`src/rtl/sbp_pkg.sv`:
```
package sbp_pkg;
  typedef enum logic [1:0] {
    BK_NONE   = 2'd0,
    BK_DIRECT = 2'd1,
    BK_COND   = 2'd2,
    BK_INDIR  = 2'd3
  } br_kind_e;
endpackage

```
`src/rtl/sbp_slot_eval.sv`:
```
module sbp_slot_eval
  import sbp_pkg::*;
#(
  parameter int PC_W = 32
) (
  input  logic            valid_i,
  input  logic [1:0]      kind_i,
  input  logic [PC_W-1:0] pc_i,
  input  logic [PC_W-1:0] tgt_i,
  input  logic            dyn_hit_i,
  output logic            take_o
);
  br_kind_e kind;
  logic     backward;

  assign kind     = br_kind_e'(kind_i);
  // equal target counts as a backward (loop-closing) branch
  assign backward = (tgt_i <= pc_i);

  always_comb begin
    take_o = 1'b0;
    if (valid_i && !dyn_hit_i) begin
      unique case (kind)
        BK_DIRECT: take_o = 1'b1;
        BK_COND:   take_o = backward;
        BK_INDIR:  take_o = 1'b0;
        default:   take_o = 1'b0;
      endcase
    end
  end
endmodule

```
`src/rtl/sbp_oldest_pick.sv`:
```
module sbp_oldest_pick #(
  parameter int SLOTS = 4,
  parameter int PC_W  = 32
) (
  input  logic [SLOTS-1:0]      take_i,
  input  logic [PC_W*SLOTS-1:0] tgt_i,
  output logic                  any_o,
  output logic [PC_W-1:0]       tgt_o,
  output logic [SLOTS-1:0]      mask_o
);
  always_comb begin
    logic found;
    found  = 1'b0;
    tgt_o  = '0;
    mask_o = '0;
    for (int i = 0; i < SLOTS; i++) begin
      // a slot is squashed once an older slot has already won
      mask_o[i] = found;
      if (!found && take_i[i]) begin
        found = 1'b1;
        tgt_o = tgt_i[i*PC_W +: PC_W];
      end
    end
    any_o = found;
  end
endmodule

```
`src/rtl/sbp_redirect_reg.sv`:
```
module sbp_redirect_reg #(
  parameter int SLOTS = 4,
  parameter int PC_W  = 32
) (
  input  logic             clk,
  input  logic             rst_n,
  input  logic             dec_valid_i,
  input  logic             be_flush_i,
  input  logic             any_i,
  input  logic [PC_W-1:0]  tgt_i,
  input  logic [SLOTS-1:0] mask_i,
  output logic             redir_o,
  output logic [PC_W-1:0]  redir_pc_o,
  output logic             flush_o,
  output logic [SLOTS-1:0] mask_o
);
  logic             fire;
  logic             redir_d;
  logic [SLOTS-1:0] mask_d;
  logic             pc_en;

  always_comb begin
    fire    = dec_valid_i && any_i && !be_flush_i;
    redir_d = fire;
    mask_d  = fire ? mask_i : '0;
    pc_en   = fire;
  end

  always_ff @(posedge clk or negedge rst_n) begin
    if (!rst_n) begin
      redir_o <= 1'b0;
      flush_o <= 1'b0;
      mask_o  <= '0;
    end else begin
      redir_o <= redir_d;
      flush_o <= redir_d;
      mask_o  <= mask_d;
    end
  end

  always_ff @(posedge clk or negedge rst_n) begin
    if (!rst_n) begin
      redir_pc_o <= '0;
    end else if (pc_en) begin
      redir_pc_o <= tgt_i;
    end
  end
endmodule

```
`src/rtl/dec_static_predictor.sv`:
```
module dec_static_predictor #(
  parameter int SLOTS = 4,
  parameter int PC_W  = 32
) (
  input  logic                  clk,
  input  logic                  rst_n,
  input  logic                  dec_valid,
  input  logic [SLOTS-1:0]      slot_valid,
  input  logic [2*SLOTS-1:0]    slot_kind,
  input  logic [PC_W*SLOTS-1:0] slot_pc,
  input  logic [PC_W*SLOTS-1:0] slot_tgt,
  input  logic [SLOTS-1:0]      slot_dyn_hit,
  input  logic                  be_flush,
  output logic                  redirect_valid,
  output logic [PC_W-1:0]       redirect_pc,
  output logic                  fe_flush,
  output logic [SLOTS-1:0]      squash_mask
);
  logic [SLOTS-1:0] take;
  logic             any_take;
  logic [PC_W-1:0]  win_tgt;
  logic [SLOTS-1:0] win_mask;

  for (genvar g = 0; g < SLOTS; g++) begin : g_slot
    sbp_slot_eval #(.PC_W(PC_W)) u_eval (
      .valid_i   (slot_valid[g]),
      .kind_i    (slot_kind[2*g +: 2]),
      .pc_i      (slot_pc[PC_W*g +: PC_W]),
      .tgt_i     (slot_tgt[PC_W*g +: PC_W]),
      .dyn_hit_i (slot_dyn_hit[g]),
      .take_o    (take[g])
    );
  end

  sbp_oldest_pick #(.SLOTS(SLOTS), .PC_W(PC_W)) u_pick (
    .take_i (take),
    .tgt_i  (slot_tgt),
    .any_o  (any_take),
    .tgt_o  (win_tgt),
    .mask_o (win_mask)
  );

  sbp_redirect_reg #(.SLOTS(SLOTS), .PC_W(PC_W)) u_reg (
    .clk         (clk),
    .rst_n       (rst_n),
    .dec_valid_i (dec_valid),
    .be_flush_i  (be_flush),
    .any_i       (any_take),
    .tgt_i       (win_tgt),
    .mask_i      (win_mask),
    .redir_o     (redirect_valid),
    .redir_pc_o  (redirect_pc),
    .flush_o     (fe_flush),
    .mask_o      (squash_mask)
  );
endmodule

```
`config.mk`:
```
export PLATFORM = sky130hd
export DESIGN_NAME = dec_static_predictor
export DESIGN_NICKNAME = d
export VERILOG_FILES = /design/src/rtl/sbp_pkg.sv /design/src/rtl/sbp_slot_eval.sv /design/src/rtl/sbp_oldest_pick.sv /design/src/rtl/sbp_redirect_reg.sv /design/src/rtl/dec_static_predictor.sv
export SDC_FILE = /design/constraint.sdc
export NUM_CORES = 1
export LEC_CHECK = 0
export BUFFER_PORTS_ARGS = -buffer_cell sky130_fd_sc_hd__buf_2
export CAP_MARGIN = 10
export CORE_AREA = 2 2 121 123
export CTS_CLUSTER_SIZE = 24
export DETAILED_ROUTE_END_ITERATION = 10
export DIE_AREA = 0 0 123 125
export PLACE_DENSITY = 0.85
export RECOVER_POWER = 25
export SYNTH_ARGS = -nofsm -noshare
export SYNTH_HDL_FRONTEND = slang
export SYNTH_SLANG_ARGS = --single-unit
```
`constraint.sdc`:
```
create_clock -name clk -period 1 [get_ports clk]
set_clock_uncertainty 0.15 [all_clocks]
set_input_delay 0.2 -clock clk [delete_from_list [all_inputs] [get_ports clk]]
set_output_delay 0.2 -clock clk [all_outputs]
set_load 0.05 [all_outputs]
```
# After elaboration in Yosys (flattened, before gate mapping)
# Index checks and enable logic that the tools add are counted.
[totals]
inputBits = 276
register_bits = 37
elab_cells = 49
out_inout_bits = 38
[classes]
n_lt_le_gt_ge = 4
reduce_logical = 17
n_eq_ne = 8
n_mux = 17
[ops]
columns = ["operator", "n"]
rows = [
  ["$le 32x32->1", 4],
  ["$mux 32", 4],
  ["$logic_and 1x1->1", 9],
  ["$eq 2x1->1 const B", 4],
  ["$eq 2x2->1 const B", 4],
  ["$logic_not 1->1", 8],
  ["$mux 1", 8],
  ["$pmux 1 s2", 4],
  ["$mux 4", 1],
]

# Depth between registers and ports, before layout
[depth]
word_depth = 16
depth_mapped = 14
ltp_nobuf = 11

# Hierarchy
# A second synthesis with hierarchy kept.
[unflattened]
cells_unflattened = 715
area_unflattened_um2 = 5849.4
[modules_own_cells]
columns = ["mod", "cells_each", "instances", "seq_area_each_um2", "area_each_um2"]
rows = [
  ["sbp_slot_eval", 120, 4, 0.0, 852.1],
  ["sbp_redirect_reg", 79, 1, 925.9, 1483.9],
  ["sbp_oldest_pick", 156, 1, 0.0, 957.2],
]

# Least setup slack after synthesis
# No wires, ideal clock.
[synth_timing]
path_kind = "input port to flip-flop"
startpoint = "input port slot_pc[29]"
endpoint = "register u_reg.redir_pc_o[11]"
path_stages = 13
setup_time_ns = 0.127
arrival_time_ns = 2.654
path_slack_ns = -1.931
n_path_buf = 2
cell_sequence = "inv_1 -> ha_1 -> nand4_1 -> or4_4 -> nor3_2 -> o31a_2 -> o22ai_2 -> buf_6 -> a2111o_1 -> o21bai_4 -> inv_2 -> buf_6 -> a2bb2oi_2"
[synth_between]
elab_chain_cells = 15
word_cells_on_any_way = 19
[synth_rtl]
columns = ["element", "line", "source"]
rows = [
  ["start, declared", "dec_static_predictor.sv:10", "input logic [PC_W*SLOTS-1:0] slot_pc,"],
  ["$le 32x32->1 (*)", "sbp_slot_eval.sv:18", "assign backward = (tgt_i <= pc_i);"],
  ["$pmux 1 s2 (*)", "sbp_slot_eval.sv:23", "unique case (kind)"],
  ["$mux 1 (*)", "sbp_slot_eval.sv:22", "if (valid_i && !dyn_hit_i) begin"],
  ["$mux 1 (*)", "sbp_oldest_pick.sv:19", "if (!found && take_i[i]) begin"],
  ["$logic_not 1->1", "sbp_oldest_pick.sv:19", ""],
  ["$logic_and 1x1->1", "sbp_oldest_pick.sv:19", ""],
  ["$mux 1 (*)", "sbp_oldest_pick.sv:19", ""],
  ["$logic_not 1->1", "sbp_oldest_pick.sv:19", ""],
  ["$logic_and 1x1->1", "sbp_oldest_pick.sv:19", ""],
  ["$mux 1 (*)", "sbp_oldest_pick.sv:19", ""],
  ["$logic_not 1->1", "sbp_oldest_pick.sv:19", ""],
  ["$logic_and 1x1->1", "sbp_oldest_pick.sv:19", ""],
  ["$mux 1 (*)", "sbp_oldest_pick.sv:19", ""],
  ["$logic_and 1x1->1 (*) (2 in series)", "sbp_redirect_reg.sv:23", "fire = dec_valid_i && any_i && !be_flush_i;"],
  ["via u_reg.fire", "sbp_redirect_reg.sv:17", "logic fire;"],
  ["end signal, assigned", "sbp_redirect_reg.sv:45", "redir_pc_o <= tgt_i;"],
  ["end, declared", "sbp_redirect_reg.sv:13", "output logic [PC_W-1:0] redir_pc_o,"],
]
# Mark *: on every way through the listed nets, which the timed path passes. The rest lies on a longest branch.
# A chain may end at the register's enable or synchronous reset.

# Worst setup path in the final report
[layout_timing]
startpoint = "input port slot_pc[93]"
endpoint = "register u_reg.redir_pc_o[21]"
[layout_between]
elab_chain_cells = 10
word_cells_on_any_way = 12
[layout_rtl]
columns = ["element", "line"]
rows = [
  ["$le 32x32->1 (*)", "sbp_slot_eval.sv:18"],
  ["$pmux 1 s2 (*)", "sbp_slot_eval.sv:23"],
  ["$mux 1 (*)", "sbp_slot_eval.sv:22"],
  ["$logic_and 1x1->1 (*)", "sbp_oldest_pick.sv:19"],
  ["$mux 1", "sbp_oldest_pick.sv:19"],
  ["$logic_not 1->1", "sbp_oldest_pick.sv:19"],
  ["$logic_and 1x1->1", "sbp_oldest_pick.sv:19"],
  ["$mux 1", "sbp_oldest_pick.sv:19"],
  ["$logic_and 1x1->1 (2 in series)", "sbp_redirect_reg.sv:23"],
]
# Every way passes the cells marked *; elsewhere a longest branch is shown, timed or not.

==> flow_summary.json <==
{
  "p_clk_share_pct": 13.6,
  "firstDrtPassIters": 5,
  "worst-r2r-setup-slack_ns": -0.02,
  "dp_hpwl_um": 19100,
  "ys_async_sr_fraction_pct": 100,
  "swShare_pct": 43.3,
  "crit_top_cell": "a21o_1",
  "die_h_um": 125,
  "setup_violations": 73,
  "wl_per_cell_um": 18.2,
  "grt_pass1_wl_um": 35700,
  "crit_chain": "buf_2 -> inv_1 -> ha_1 -> a21o_1 -> a21o_1 -> a2111oi_2 -> o221ai_1 -> o22ai_2 -> buf_4 -> a2111o_1 -> o21bai_4 -> buf_6 -> a211oi_1 -> a2bb2oi_2",
  "crit_family": "compound AO/OA/AOI/OAI gates",
  "synth.net_count": 1107,
  "nets": 1606,
  "clkLatencyLatePin_ns": 0.27,
  "num_io_pins": 314,
  "maxSlewViolCount": 0,
  "die_w_um": 123,
  "io_buffers": 312,
  "holdPathStages": 3,
  "drc": 0,
  "p_int_mw": 6.73,
  "vias_per_cell": 5.30,
  "power_frac_seq_pct": 21.1,
  "maxCapViolCount": 0,
  "hold_class": "in2reg",
  "synth-edff-count": 0,
  "worst-path-stages": 14,
  "ys_seq_elements": 36,
  "cp-end-kind": "flip-flop",
  "p_leak_nw": 5.43,
  "cts_tree": "built",
  "finalHoldViolCount": 0,
  "setup_ws_ns": -2.04,
  "vias": 7319,
  "ff2ff_path_depth": 2,
  "grt_pass1_vias": 7276,
  "grt-ovfl-total": 0,
  "peakVddDrop_mv": 0.763,
  "synth_area_per_cell_um2": 8.15,
  "pwr-share-comb_pct": 65.2,
  "yosys_most_used_dff": "dfrtp_1",
  "antenna_found_initial": 1,
  "drt_iter0_drc": 458,
  "ys_types": 52,
  "core_um2": 14200,
  "numCtsBuffers": 5,
  "fin_hold_ws_ns": 0.0959,
  "clk_pin_slew_ns": 0.06,
  "row_count": 44,
  "ant_nets": 0,
  "fmax_ghz": 0.329,
  "power.switching_mw": 5.14,
  "tightest_slew_ns": 0.574,
  "critPathKind": "in2reg",
  "grt_max_degree": 37,
  "relSlewSlack_pct": 61.5,
  "crit_fanout": 6,
  "yosysWarnings": 0,
  "power_per_cell_area_nw_per_um2": 1180,
  "arrival_ns": 3.02,
  "period_minus_slack_ns": 3.04,
  "post-route-util_pct": 71.1,
  "critical_path_buf_inv_count": 4,
  "violations": "negative setup slack",
  "status": "finished with violations",
  "clock-sinks": 36,
  "cts_root_buffer": "clkbuf_16",
  "syn_to_final_growth_pct": 78.3,
  "grt_usage_pct": 29.4,
  "seq_area_frac_synth_pct": 15.9,
  "critPathLaunchType": "input pin",
  "clk_path_buf_depth": 2,
  "cts-htree-levels": 2,
  "n_fill_cell": 1035,
  "die-area_um2": 15400,
  "worstPathRequired_ns": 0.98,
  "netlist_instances": 695,
  "cp_slowest_cell": "a211oi_1",
  "slowest_delay_ns": 0.51,
  "drive_above_1_share_pct": 53.1,
  "rsz0062_at_grt": "true",
  "start_util_pct": 39.9,
  "period_share_pct": 304,
  "wl_um": 25000,
  "synth_area_um2": 5660,
  "place_congestion": 0.929
}
## power groups by stage
stage / registers (mW) / logic [mW] / clock network (mW)
2_1_floorplan: 4.13 / 1.74 / 0
3_3_place_gp: 2.38 / 5.98 / 0
3_5_place_dp: 2.38 / 6.09 / 0
4_1_cts: 2.49 / 6.85 / 1.62
5_1_grt: 2.53 / 8.14 / 1.70
6_report: 2.51 / 7.74 / 1.62
## worst register-to-register path: stages (launching register included)
cell       delay (ns)
dfrtp_1          0.40
buf_4            0.16
a2bb2oi_2        0.17
## flip-flops by register name, summed over array words and instances, names as in the netlist
signal / count
u_reg.mask_o: 3
u_reg.redir_o: 1
u_reg.redir_pc_o: 32
## worst paths after layout
kind / to / startpoint
max in group asynchronous: u_reg.redir_pc_o[18]$_DFFE_PN0P_ / rst_n
max reg2reg: u_reg.redir_pc_o[21]$_DFFE_PN0P_ / u_reg.redir_pc_o[21]$_DFFE_PN0P_
min: u_reg.redir_pc_o[14]$_DFFE_PN0P_ / slot_tgt[110]
min in group asynchronous: u_reg.redir_pc_o[11]$_DFFE_PN0P_ / rst_n
min reg2reg: u_reg.redir_pc_o[14]$_DFFE_PN0P_ / u_reg.redir_pc_o[14]$_DFFE_PN0P_
max: u_reg.redir_pc_o[21]$_DFFE_PN0P_ / slot_pc[93]
## kinds of logic after synthesis
kind of cell / after synthesis / share of synthesized area, %
AOI/OAI and AO/OA: 206 / 26.9
DFF: 36 / 15.9
adders and majority gates: 136 / 30.0
and+or+nand+nor: 143 / 14.1
buffers and inverters: 173 / 13.0
other: 1 / 0.0662
## synthesized netlist by cell type, drive strengths merged (3+ instances only)
cell | n | area, um2
inv | 147 | 552
ha | 136 | 1700
a21oi | 57 | 285
nand2 | 37 | 139
dfrtp | 36 | 901
a211oi | 33 | 248
a2bb2oi | 31 | 347
nor3b | 31 | 233
a22oi | 30 | 225
nand4 | 22 | 138
buf | 19 | 158
nor2 | 16 | 60.1
o21ai | 16 | 80.1
nand3 | 12 | 60.1
a21o | 9 | 67.6
clkbuf | 7 | 26.3
a2111oi | 5 | 43.8
nor3 | 5 | 30.0
a221oi | 4 | 35.0
nand2b | 4 | 25.0
nor2b | 3 | 18.8
nor4 | 3 | 18.8
o221ai | 3 | 26.3
o22ai | 3 | 25.0
or4 | 3 | 26.3
## repair_timing
| item | 4_1_cts | 5_1_grt |
|---|---|---|
| hold buffers | 1 | 0 |
| cloned | 1 | 2 |
| endpoints found under the hold margin | 36 | 0 |
| endpoints found under the setup margin | 73 | 73 |
| buffers inserted | 1 | 26 |
| gates resized for setup | 155 | 37 |
| pin swaps | 3 | 1 |
## routing by layer
| metal | GRT usage [%] | routed length (um) | share of wire, % | vias to the layer above |
|---|---|---|---|---|
| met5 | 0 | 0 | 0 | - |
| met4 | 10.0 | 1150 | 4.6 | 0 |
| met3 | 2.55 | 1480 | 5.9 | 88 |
| met2 | 52.6 | 12300 | 49 | 369 |
| met1 | 36.5 | 10100 | 40 | 3350 |
| li1 | - | - | - | 3512 |
## per-stage QoR
| step | instance area [um2] | setup slack, ns | setup TNS, ns | cells | total power, mW |
|---|---|---|---|---|---|
| 2_1_floorplan | 5770 | -1.81 | -62.67 | 695 | 5.88 |
| 3_3_place_gp | 8850 | -2.34 | -80.83 | 1341 | 8.36 |
| 3_5_place_dp | 8850 | -2.40 | -82.30 | 1341 | 8.48 |
| 4_1_cts | 9680 | -1.82 | -69.06 | 1352 | 11.0 |
| 5_1_grt | 10100 | -2.18 | -76.52 | 1380 | 12.4 |
| 6_report | 10100 | -2.04 | -72.58 | 1380 | 11.9 |
## cells in the final DEF, fill, tap and decap left out, drive strengths merged, types with 9 or more instances in the layout
cell	n
buf	514
o21ai	16
a21o	9
dfrtp	36
nand4	22
a22oi	30
ha	136
clkbuf	10
nand2	37
a211oi	33
a21oi	57
inv	147
nand3	12
a2bb2oi	31
nor3b	31
nor2	16
## cell type report
type	count	area [um2]	area share, %
multi-input cells	486	4570	45.3
repair buffers	518	3660	36.3
flip-flops and latches	36	903	8.95
inverters	147	569	5.64
well taps	184	230	2.28
clock buffers	8	156	1.55
diodes	1	2.50	0.0248
Power figures use the tool's default switching activity.
